==> config.mk <==
export PLATFORM = sky130hd
export DESIGN_NAME = swm_scanner
export DESIGN_NICKNAME = d
export VERILOG_FILES = /design/src/rtl/swm_pkg.sv /design/src/rtl/swm_phase_fsm.sv /design/src/rtl/swm_row_ctr.sv /design/src/rtl/swm_capture.sv /design/src/rtl/swm_image.sv /design/src/rtl/swm_scanner.sv
export SDC_FILE = /design/constraint.sdc
export NUM_CORES = 1
export LEC_CHECK = 0
export ABC_AREA = 1
export BUFFER_PORTS_ARGS = -buffer_cell sky130_fd_sc_hd__buf_2
export CORE_MARGIN = 1.5
export CORE_UTILIZATION = 50
export CTS_CLUSTER_SIZE = 10
export DETAILED_ROUTE_END_ITERATION = 10
export PLACE_DENSITY = 0.83
export SLEW_MARGIN = 20
export SYNTH_ARGS = -nofsm -noshare
export SYNTH_HDL_FRONTEND = slang
export SYNTH_HIERARCHICAL = 1
export SYNTH_SLANG_ARGS = --single-unit
==> constraint.sdc <==
create_clock -name clk -period 1.5 [get_ports clk]
set_clock_uncertainty 0.15 [all_clocks]
set_input_delay 0.375 -clock clk [delete_from_list [all_inputs] [get_ports clk]]
set_output_delay 0.375 -clock clk [all_outputs]
set_load 0.05 [all_outputs]
==> src/rtl/swm_pkg.sv <==
package swm_pkg;
  typedef enum logic [1:0] {
    PH_SETTLE = 2'd0,
    PH_LOAD   = 2'd1,
    PH_SHIFT  = 2'd2,
    PH_STORE  = 2'd3
  } phase_t;

  // Offset of a row's slice inside the flattened switch image.
  function automatic int slot_base(input int row, input int cols);
    return row * cols;
  endfunction

  // Cycles spent on one row for a given settle count.
  function automatic int row_period(input int settle, input int sr_bits);
    return settle + 1 + 1 + sr_bits + 1;
  endfunction
endpackage

==> src/rtl/swm_phase_fsm.sv <==
module swm_phase_fsm #(
  parameter int SR_BITS  = 8,
  parameter int SETTLE_W = 8,
  localparam int BIT_W   = $clog2(SR_BITS)
) (
  input  logic                clk,
  input  logic                rst_n,
  input  logic [SETTLE_W-1:0] settle_cycles,
  output logic                load_n,
  output logic                shift_en,
  output logic                row_done
);
  import swm_pkg::*;

  phase_t              phase;
  logic [SETTLE_W-1:0] settle_cnt;
  logic [BIT_W-1:0]    bit_cnt;
  logic                settle_hit;
  logic                bit_last;

  assign settle_hit = (settle_cnt == settle_cycles);
  assign bit_last   = (bit_cnt == BIT_W'(SR_BITS - 1));

  always_ff @(posedge clk) begin
    if (!rst_n) begin
      phase      <= PH_SETTLE;
      settle_cnt <= '0;
      bit_cnt    <= '0;
    end else begin
      case (phase)
        PH_SETTLE: begin
          if (settle_hit) phase <= PH_LOAD;
          else            settle_cnt <= settle_cnt + 1'b1;
        end
        PH_LOAD: begin
          phase   <= PH_SHIFT;
          bit_cnt <= '0;
        end
        PH_SHIFT: begin
          if (bit_last) phase <= PH_STORE;
          else          bit_cnt <= bit_cnt + 1'b1;
        end
        default: begin
          phase      <= PH_SETTLE;
          settle_cnt <= '0;
        end
      endcase
    end
  end

  assign load_n   = (phase != PH_LOAD);
  assign shift_en = (phase == PH_SHIFT);
  assign row_done = (phase == PH_STORE);
endmodule

==> src/rtl/swm_row_ctr.sv <==
module swm_row_ctr #(
  parameter int NUM_ROWS = 8,
  localparam int ROW_W   = $clog2(NUM_ROWS)
) (
  input  logic             clk,
  input  logic             rst_n,
  input  logic             row_done,
  output logic [ROW_W-1:0] row_sel,
  output logic             last_row
);
  assign last_row = (row_sel == ROW_W'(NUM_ROWS - 1));

  always_ff @(posedge clk) begin
    if (!rst_n)        row_sel <= '0;
    else if (row_done) row_sel <= last_row ? '0 : row_sel + 1'b1;
  end
endmodule

==> src/rtl/swm_capture.sv <==
module swm_capture #(
  parameter int NUM_COLS = 6
) (
  input  logic                clk,
  input  logic                rst_n,
  input  logic                shift_en,
  input  logic                ser_in,
  output logic [NUM_COLS-1:0] col_bits
);
  // Only the last NUM_COLS samples stay in the register; the leading
  // padding samples fall off its top end.
  always_ff @(posedge clk) begin
    if (!rst_n)        col_bits <= '1;
    else if (shift_en) col_bits <= {col_bits[NUM_COLS-2:0], ser_in};
  end
endmodule

==> src/rtl/swm_image.sv <==
module swm_image #(
  parameter int NUM_ROWS = 8,
  parameter int NUM_COLS = 6,
  localparam int ROW_W   = $clog2(NUM_ROWS),
  localparam int IMG_W   = NUM_ROWS * NUM_COLS
) (
  input  logic                clk,
  input  logic                rst_n,
  input  logic                row_done,
  input  logic                last_row,
  input  logic [ROW_W-1:0]    row_sel,
  input  logic [NUM_COLS-1:0] col_bits,
  output logic [IMG_W-1:0]    sw_state,
  output logic                scan_done
);
  function automatic logic [NUM_COLS-1:0] closed_of(input logic [NUM_COLS-1:0] raw);
    return ~raw;
  endfunction

  logic [IMG_W-1:0] pend;
  logic [IMG_W-1:0] next_img;
  logic             commit;

  assign commit = row_done && last_row;

  for (genvar r = 0; r < NUM_ROWS; r++) begin : g_slot
    localparam int BASE = swm_pkg::slot_base(r, NUM_COLS);
    assign next_img[BASE +: NUM_COLS] =
      (row_done && (row_sel == ROW_W'(r))) ? closed_of(col_bits)
                                           : pend[BASE +: NUM_COLS];
  end

  always_ff @(posedge clk) begin
    if (!rst_n) begin
      pend      <= '0;
      sw_state  <= '0;
      scan_done <= 1'b0;
    end else begin
      pend      <= next_img;
      scan_done <= commit;
      if (commit) sw_state <= next_img;
    end
  end
endmodule

==> src/rtl/swm_scanner.sv <==
module swm_scanner #(
  parameter int NUM_ROWS  = 8,
  parameter int NUM_COLS  = 6,
  parameter int SR_BITS   = 8,
  parameter int SETTLE_W  = 8,
  localparam int ROW_W    = $clog2(NUM_ROWS),
  localparam int IMG_W    = NUM_ROWS * NUM_COLS
) (
  input  logic                clk,
  input  logic                rst_n,
  input  logic [SETTLE_W-1:0] settle_cycles,
  output logic [ROW_W-1:0]    row_sel,
  output logic                sr_load_n,
  output logic                sr_shift,
  input  logic                ser_in,
  output logic [IMG_W-1:0]    sw_state,
  output logic                scan_done
);
  // Internal events, named for the checker.
  logic                load_evt;
  logic                shift_evt;
  logic                row_done;
  logic                last_row;
  logic                pass_end;
  logic [NUM_COLS-1:0] col_bits;

  swm_phase_fsm #(.SR_BITS(SR_BITS), .SETTLE_W(SETTLE_W)) u_fsm (
    .clk           (clk),
    .rst_n         (rst_n),
    .settle_cycles (settle_cycles),
    .load_n        (sr_load_n),
    .shift_en      (sr_shift),
    .row_done      (row_done)
  );

  swm_row_ctr #(.NUM_ROWS(NUM_ROWS)) u_rows (
    .clk      (clk),
    .rst_n    (rst_n),
    .row_done (row_done),
    .row_sel  (row_sel),
    .last_row (last_row)
  );

  swm_capture #(.NUM_COLS(NUM_COLS)) u_cap (
    .clk      (clk),
    .rst_n    (rst_n),
    .shift_en (sr_shift),
    .ser_in   (ser_in),
    .col_bits (col_bits)
  );

  swm_image #(.NUM_ROWS(NUM_ROWS), .NUM_COLS(NUM_COLS)) u_img (
    .clk       (clk),
    .rst_n     (rst_n),
    .row_done  (row_done),
    .last_row  (last_row),
    .row_sel   (row_sel),
    .col_bits  (col_bits),
    .sw_state  (sw_state),
    .scan_done (scan_done)
  );

  assign load_evt  = !sr_load_n;
  assign shift_evt = sr_shift;
  assign pass_end  = row_done && last_row;
endmodule

==> impl_results.md, run 1 <==
* Max Root-Sink Buffers at 2
* Syn Nets at 741
* IO Port Bufs at 64
* Num ports at 65
* Cell variety after synth at 25
* Leading area contributor after synthesis: dfxtp_1
* Worst_ep kind: output port
* Worst_ep grt: sr_load_n
* Post-DP HPWL at 7900 um
* Yosys reg bits at 119
* Die X at 104 um
* Largest net degree at the start of global routing at 49
* Routability Congestion at 0.862
* Sequential area share after synthesis at 47.1%
* Synth top area share at 47.1%
* Post-synth EDFFs at 0
* First Err: [ERROR DPL-0038] Utilization greater than 100%, impossible to legalize
* Main synth FF type: dfxtp_1
* # rows at 36
* Syn_area_per_cell at 7.02 um2
* Die Ht at 104 um
* Clk sink count at 119
* Synth area leaders: dfxtp_1 47%, nand2_1 12%, nand3_1 11%
* Asr flop ratio synth at 0%
* Ys Warns at 6
* CTS Buf Count at 17
* Status: stopped before the end
* Root Driver: clkbuf_8
* Post-Syn Instances at 721
* Mapped Area at 5060 um2
* Initial cell density of the core at 51.6%
* H-tree depth at 4
* Failed at: 5_1_grt
[cell families after synthesis]
| logic type | share of synthesized area, % |
|---|---|
| xor gates and xnor gates | 1.04 |
| AOI/OAI and AO/OA | 6.80 |
| buffers and inverters | 9.37 |
| adders and majority gates | 2.22 |
| DFF | 47.1 |
| and+or+nand+nor | 33.5 |
[timing repair]
action	CTS
endpoints found under the setup margin	145
pin swaps	106
hold buffers	1
cloned	19
setup buffers	41
resized for setup	520
endpoints found under the hold margin	1
[cells in the mapped netlist, types with 3 or more instances]
library cell	instances
a21oi_1	59
buf_2	15
buf_4	3
clkbuf_1	8
dfxtp_1	119
ha_1	9
inv_1	82
inv_2	6
nand2_1	166
nand3_1	109
nor2_1	116
nor2_2	3
nor2_4	3
o21ai_0	6
xnor2_1	5
[metrics by stage]
step	TNS (ns)	setup WS [ns]	hold slack (ns)	area, um2	std cells
global placement	-1.71	-0.0674	0.288	6000	932
CTS	-22.46	-0.366	0.126	9240	1020
floorplan	-2.21	-0.0698	0.279	5290	721
detailed placement	-4.40	-0.132	0.307	6000	932
==> inputs of run 2 (changes only) <==
Settings changed: CORE_UTILIZATION 50 to 35, CTS_CLUSTER_SIZE 10 to unset, PLACE_DENSITY 0.83 to unset, PLACE_DENSITY_LB_ADDON set to 0.15.
Clock period 1.5 ns to 2 ns, I/O delays scaled along.
==> impl_results.md, run 2 <==
* Status: finished clean
* Ant. Diodes at 0
* Final Cycle Share at 98.1%
* DRC viols at 0
* Syn Nets at 741
* IO Port Bufs at 64
* Nets at 808
* Ys Warns at 6
* Worst skew pair latency at 0.42 ns
* Max Root-Sink Buffers at 2
* CTS Hold Bufs at 0
* Design Power at 6.66 mW
* Num ports at 65
* CP Data Required Time at 1.35 ns
* Maximum vdd drop at 0.734 mV
* Die area at 15200 um2
* Pre-Repair DR Iteration Count at 4
* Mapped Area at 5060 um2
* Max transition margin at 67.9%
* Final wirelength at 12300 um
* Vias in the first global route at 4240
* Post-Syn Instances at 721
* Adder and majority cell fraction of the synthesized area at 2.22%
* Most numerous cell in the Yosys netlist: nand2_1
* WP data arrival at 1.31 ns
* First-pass GRT wire length at 19900 um
* Synth cell count leaders: 166 x nand2_1, 119 x dfxtp_1, 116 x nor2_1, 109 x nand3_1, 82 x inv_1
* Post-route ant nets at 0
* Worst Path Max Fanout at 4
* CTS Buf Count at 17
* Core area at 14000 um2
* Final hold vios at 0
* Tmin final at 1.96 ns
* Worst-margin pin slew at 0.481 ns
* Vias at 4591
* CTS clk-pin slew, worst paths at 0.05 ns
* Min-Delay Path Class: in -> reg
* Setup crit end kind: output pin
* # rows at 43
* Setup violations, final at 0
* Initial cell density of the core at 36.2%
* Leading area contributor after synthesis: dfxtp_1
* Final Max Tran Viols at 0
* Die Ht at 123 um
* Most common cell after layout, fill and taps aside: nand2_1
* Compound-cell area share of the yosys netlist at 6.80%
* Root Driver: clkbuf_16
* Max_cap viols at 0
* Cell area power density at 1070 nW/um2
* Average routed wire per standard cell at 12.5 um
* Layout area overhead at 23.2%
* Yosys reg bits at 119
* Crit Path Class: reg -> out
* Post-DP HPWL at 8010 um
* Largest family of logic cells by synthesized area: simple AND/OR/NAND/NOR gates
* Post-synth EDFFs at 0
* GR Util All Layers at 17.0%
* Critical Path Source Type: register
* CTS tree: built
* Layout cells sized above 1 at 16.0%
* Hold WS at 0.149 ns
* Grt ovf at 0
* Commonest non-fill, non-tap cells in the layout: 166 x nand2_1, 116 x dfxtp_1, 116 x nor2_1, 109 x nand3_1, 82 x inv_1
* Simple-Gate Fraction of Synth Area at 33.5%
* Synth area leaders: dfxtp_1 47%, nand2_1 12%, nand3_1 11%
* DR vias/cell at 4.68
* Leakage power at 2.95 nW
* H-tree depth at 4
* Largest regs: u_img/pend x48, u_img/sw_state x48, u_fsm/settle_cnt x8
* Die X at 123 um
* Post-synthesis xor/xnor area fraction at 1.04%
* Sequential area share after synthesis at 47.1%
* Max Fclk at 510 MHz
* Multiplexer share of the synthesized area at 0%
* Initial DRC Count at 299
* Asr flop ratio synth at 0%
* Cell variety after synth at 25
* Syn_area_per_cell at 7.02 um2
* Clk sink count at 119
* Routability Congestion at 0.754
* Main synth FF type: dfxtp_1
* Largest net degree at the start of global routing at 98
* Synth top area share at 47.1%
* Number of antenna violations at the first check in global routing at 0
[run 2: cell counts after synthesis]
Identical to the previous run, type by type.
[run 2: per-stage QoR]
| step | instances | cell area, um2 | setup WS [ns] | util (%) | setup TNS, ns |
|---|---|---|---|---|---|
| after floorplan | 721 | 5060 | 0.0873 | - | 0 |
| after CTS | 981 | 6230 | 0.00361 | 44.6 | 0 |
| after global placement | 949 | 5610 | 0.298 | 40.1 | 0 |
| after detailed placement | 949 | 5610 | 0.241 | 40.1 | 0 |
| final | 981 | 6240 | 0.0388 | 44.6 | 0 |
| after global routing | 981 | 6240 | -0.00991 | 44.6 | -0.00991 |
[run 2: layout make-up]
class,count,area [um2]
clock inverters,9,120
repair buffers,77,464
well taps,180,225
flip-flops and latches,119,2390
inverters,89,334
fillers,1463,7750
multi-input cells,484,2210
clock buffers,23,498
[run 2: logic make-up after synthesis]
kind of cell,count (synthesis)
compound gates,68
xor+xnor,6
fa+ha+maj,9
buf+inv,118
flops,119
simple gates,401
[run 2: what timing repair did]
action,in CTS,in global routing
gates resized for setup,4,1
setup buffers,0,0
endpoints found under the setup margin,2,1
[run 2: worst paths after layout]
path	from	end	slack (ns)	depth (start not counted)
max	u_fsm/phase[1]	sr_load_n	0.04	4
min	ser_in	u_cap/col_bits[0]	0.15	3
max reg2reg	u_fsm/phase[0]	u_img/sw_state[22]	0.25	8
min reg2reg	u_cap/col_bits[5]	u_cap/col_bits[5]	0.31	2
[run 2: critical path, cell delays in order (launching register included)]
cell and delay, ns:
dfxtp_2 0.36, inv_1 0.07, ha_1 0.19, inv_1 0.10
buf_6 0.17
[run 2: power by group]
group / leakage [nW] / internal, mW / switching (mW) / total (mW)
combinational: 1.67 / 0.252 / 0.674 / 0.926
sequential: 0.962 / 2.48 / 0.106 / 2.59
clock: 0.312 / 2.11 / 1.04 / 3.15
[run 2: routing by layer]
metal	track usage, %	vias to the layer above	part of all wire (%)
li1	-	2391	-
met1	21.3	2111	48
met2	27.3	74	47
met3	4.29	15	3.9
met4	7.97	0	1.7
met5	0	-	0
Power figures use the tool's default switching activity.
==> inputs of run 3 (changes only) <==
==> constraint.sdc (replaced) <==
create_clock -name clk -period 2 [get_ports clk]
set_clock_uncertainty 0.15 [all_clocks]
set_input_delay 0.4 -clock clk [delete_from_list [all_inputs] [get_ports clk]]
set_output_delay 0.4 -clock clk [all_outputs]
set_load 0.05 [all_outputs]
==> impl_results.md, run 3 (synthesis results as in run 2) <==
* Flop pwr share at 41.7%
* P_sw at 1.72 mW
* CP Data Required Time at 1.45 ns
* Status: finished clean
* Worst Path Max Fanout at 11
* First-pass GRT wire length at 19400 um
* Clk sink count at 119
* Max_cap viols at 0
* Maximum vdd drop at 0.544 mV
* Num ports at 65
* Die Ht at 123 um
* Post-DP HPWL at 7760 um
* Tmin final at 1.95 ns
* Root Driver: clkbuf_16
* # rows at 43
* Layout area overhead at 21.3%
* Final Max Tran Viols at 0
* Setup tns final at 0 ns
* Placed Area at 5610 um2
* Grt ovf at 0
* Core area at 14000 um2
* Max incr delay on CP at 0.32 ns
* Largest regs: u_img/pend x48, u_img/sw_state x48, u_fsm/settle_cnt x8
* Final hold vios at 0
* Switching share of total power at 27.6%
* CP top delay family: buffers and inverters
* CP bufs+invs at 2
* Initial DRC Count at 412
* Worst reg2reg setup slack at 0.22 ns
* Die X at 123 um
* Cell area power density at 1010 nW/um2
* IO Port Bufs at 64
* Worst-margin pin slew at 0.435 ns
* Setup violations, final at 0
* Max Root-Sink Buffers at 2
* CTS Buf Count at 17
* Worst path cell trace: inv_1 > ha_2 > buf_4
* Max transition margin at 71.0%
* GR Util All Layers at 16.6%
* CTS Hold Bufs at 0
* DR vias/cell at 4.66
* Average routed wire per standard cell at 11.9 um
* Share of total power in the clock network at 44.0%
* Routability Congestion at 0.819
* Vias in the first global route at 4112
* P_int at 4.49 mW
* Initial cell density of the core at 36.2%
* Ant. Diodes at 0
* RSZ-0062 raised after global routing: yes
* Post-Layout Cell Count at 977
* Final Cycle Share at 97.6%
* Layout cells sized above 1 at 15.2%
* Die area at 15200 um2
* Final wirelength at 11700 um
* Fin util at 43.9%
* H-tree depth at 4
* Pre-Repair DR Iteration Count at 7
* Commonest non-fill, non-tap cells in the layout: 166 x nand2_1, 117 x dfxtp_1, 116 x nor2_1, 109 x nand3_1, 82 x inv_1
* Critical Path Source Type: register
* Comb power frac at 14.3%
* Most common cell after layout, fill and taps aside: nand2_1
* Post-Place Cells at 949
* Number of antenna violations at the first check in global routing at 0
* WP data arrival at 1.40 ns
* Nets at 808
* Max stage delay cell, worst path: dfxtp_1
* FILL cells at 1482
* DRC viols at 0
* CTS clk-pin slew, worst paths at 0.05 ns
* Design Power at 6.21 mW
* Min-Delay Path Class: in -> reg
* Setup crit end kind: output pin
* Leakage power at 2.90 nW
* Max Fclk at 512 MHz
* Post-route ant nets at 0
* Vias at 4552
* Final instance area at 6140 um2
* Crit Path Class: reg -> out
* CTS tree: built
* Worst skew pair latency at 0.41 ns
* Largest net degree at the start of global routing at 98
[run 3: cell types whose count changed in the layout (fill, tap and decap cells not counted)]
cell       before  now
bufinv_16       3    1
dfxtp_2         3    2
clkbuf_1        1    3
clkbuf_8        5    3
buf_6           1    0
clkinv_2        6    4
dfxtp_1       116  117
clkbuf_4        0    1
[run 3: path summary, 6_finish.rpt]
| check | cells after the start | startpoint | end |
|---|---|---|---|
| max reg2reg | 9 | u_fsm/phase[0] | u_fsm/bit_cnt[1] |
| min reg2reg | 1 | u_fsm/bit_cnt[0] | u_fsm/bit_cnt[0] |
| max | 3 | u_fsm/phase[0] | sr_shift |
| min | 3 | ser_in | u_cap/col_bits[0] |
[run 3: layout make-up]
class	instances	area [um2]	area share, %
clock buffer	23	478	7.78
clock inverter	5	50.0	0.815
timing repair buffer	77	460	7.50
multi-input combinational	484	2210	36.0
inverter	89	334	5.44
sequential	119	2380	38.8
tap	180	225	3.67
[run 3: worst register-to-register path: cells and delay by family (launching register included)]
| family | cells | cell delay [ns] |
|---|---|---|
| flops | 1 | 0.32 |
| buf+inv | 4 | 0.40 |
| compound gates | 2 | 0.18 |
| fa+ha+maj | 1 | 0.32 |
| simple gates | 2 | 0.29 |
[run 3: metal layers]
| layer | vias to the layer above | part of all wire [%] | GRT usage, % |
|---|---|---|---|
| met5 | - | 0 | 0 |
| met4 | 0 | 0.90 | 7.83 |
| met3 | 9 | 4.7 | 4.24 |
| met2 | 89 | 47 | 25.8 |
| met1 | 2063 | 47 | 21.6 |
| li1 | 2391 | - | - |
[run 3: timing repair]
item                                   in CTS  in global routing
endpoints found under the hold margin       0                  0
resized for setup                           2                  1
setup buffers                               0                  0
setup endpoints to repair                   1                  2
[run 3: through the flow]
step / setup WS (ns) / hold slack, ns
finish: 0.0475 / 0.0604
global route: -0.0388 / 0.0709
CTS: 0.0273 / 0.0413
detailed placement: 0.137 / 0.303
global placement: 0.204 / 0.292
floorplan: 0.0873 / 0.279
[run 3: power by group through the flow]
stage               Clock (mW)  Sequential (mW)  Combinational [mW]
floorplan                    0             2.64               0.609
global placement             0             2.64               0.872
detailed placement           0             2.64               0.887
CTS                       2.81             2.59               0.895
global route              2.93             2.61                1.01
finish                    2.73             2.59               0.886
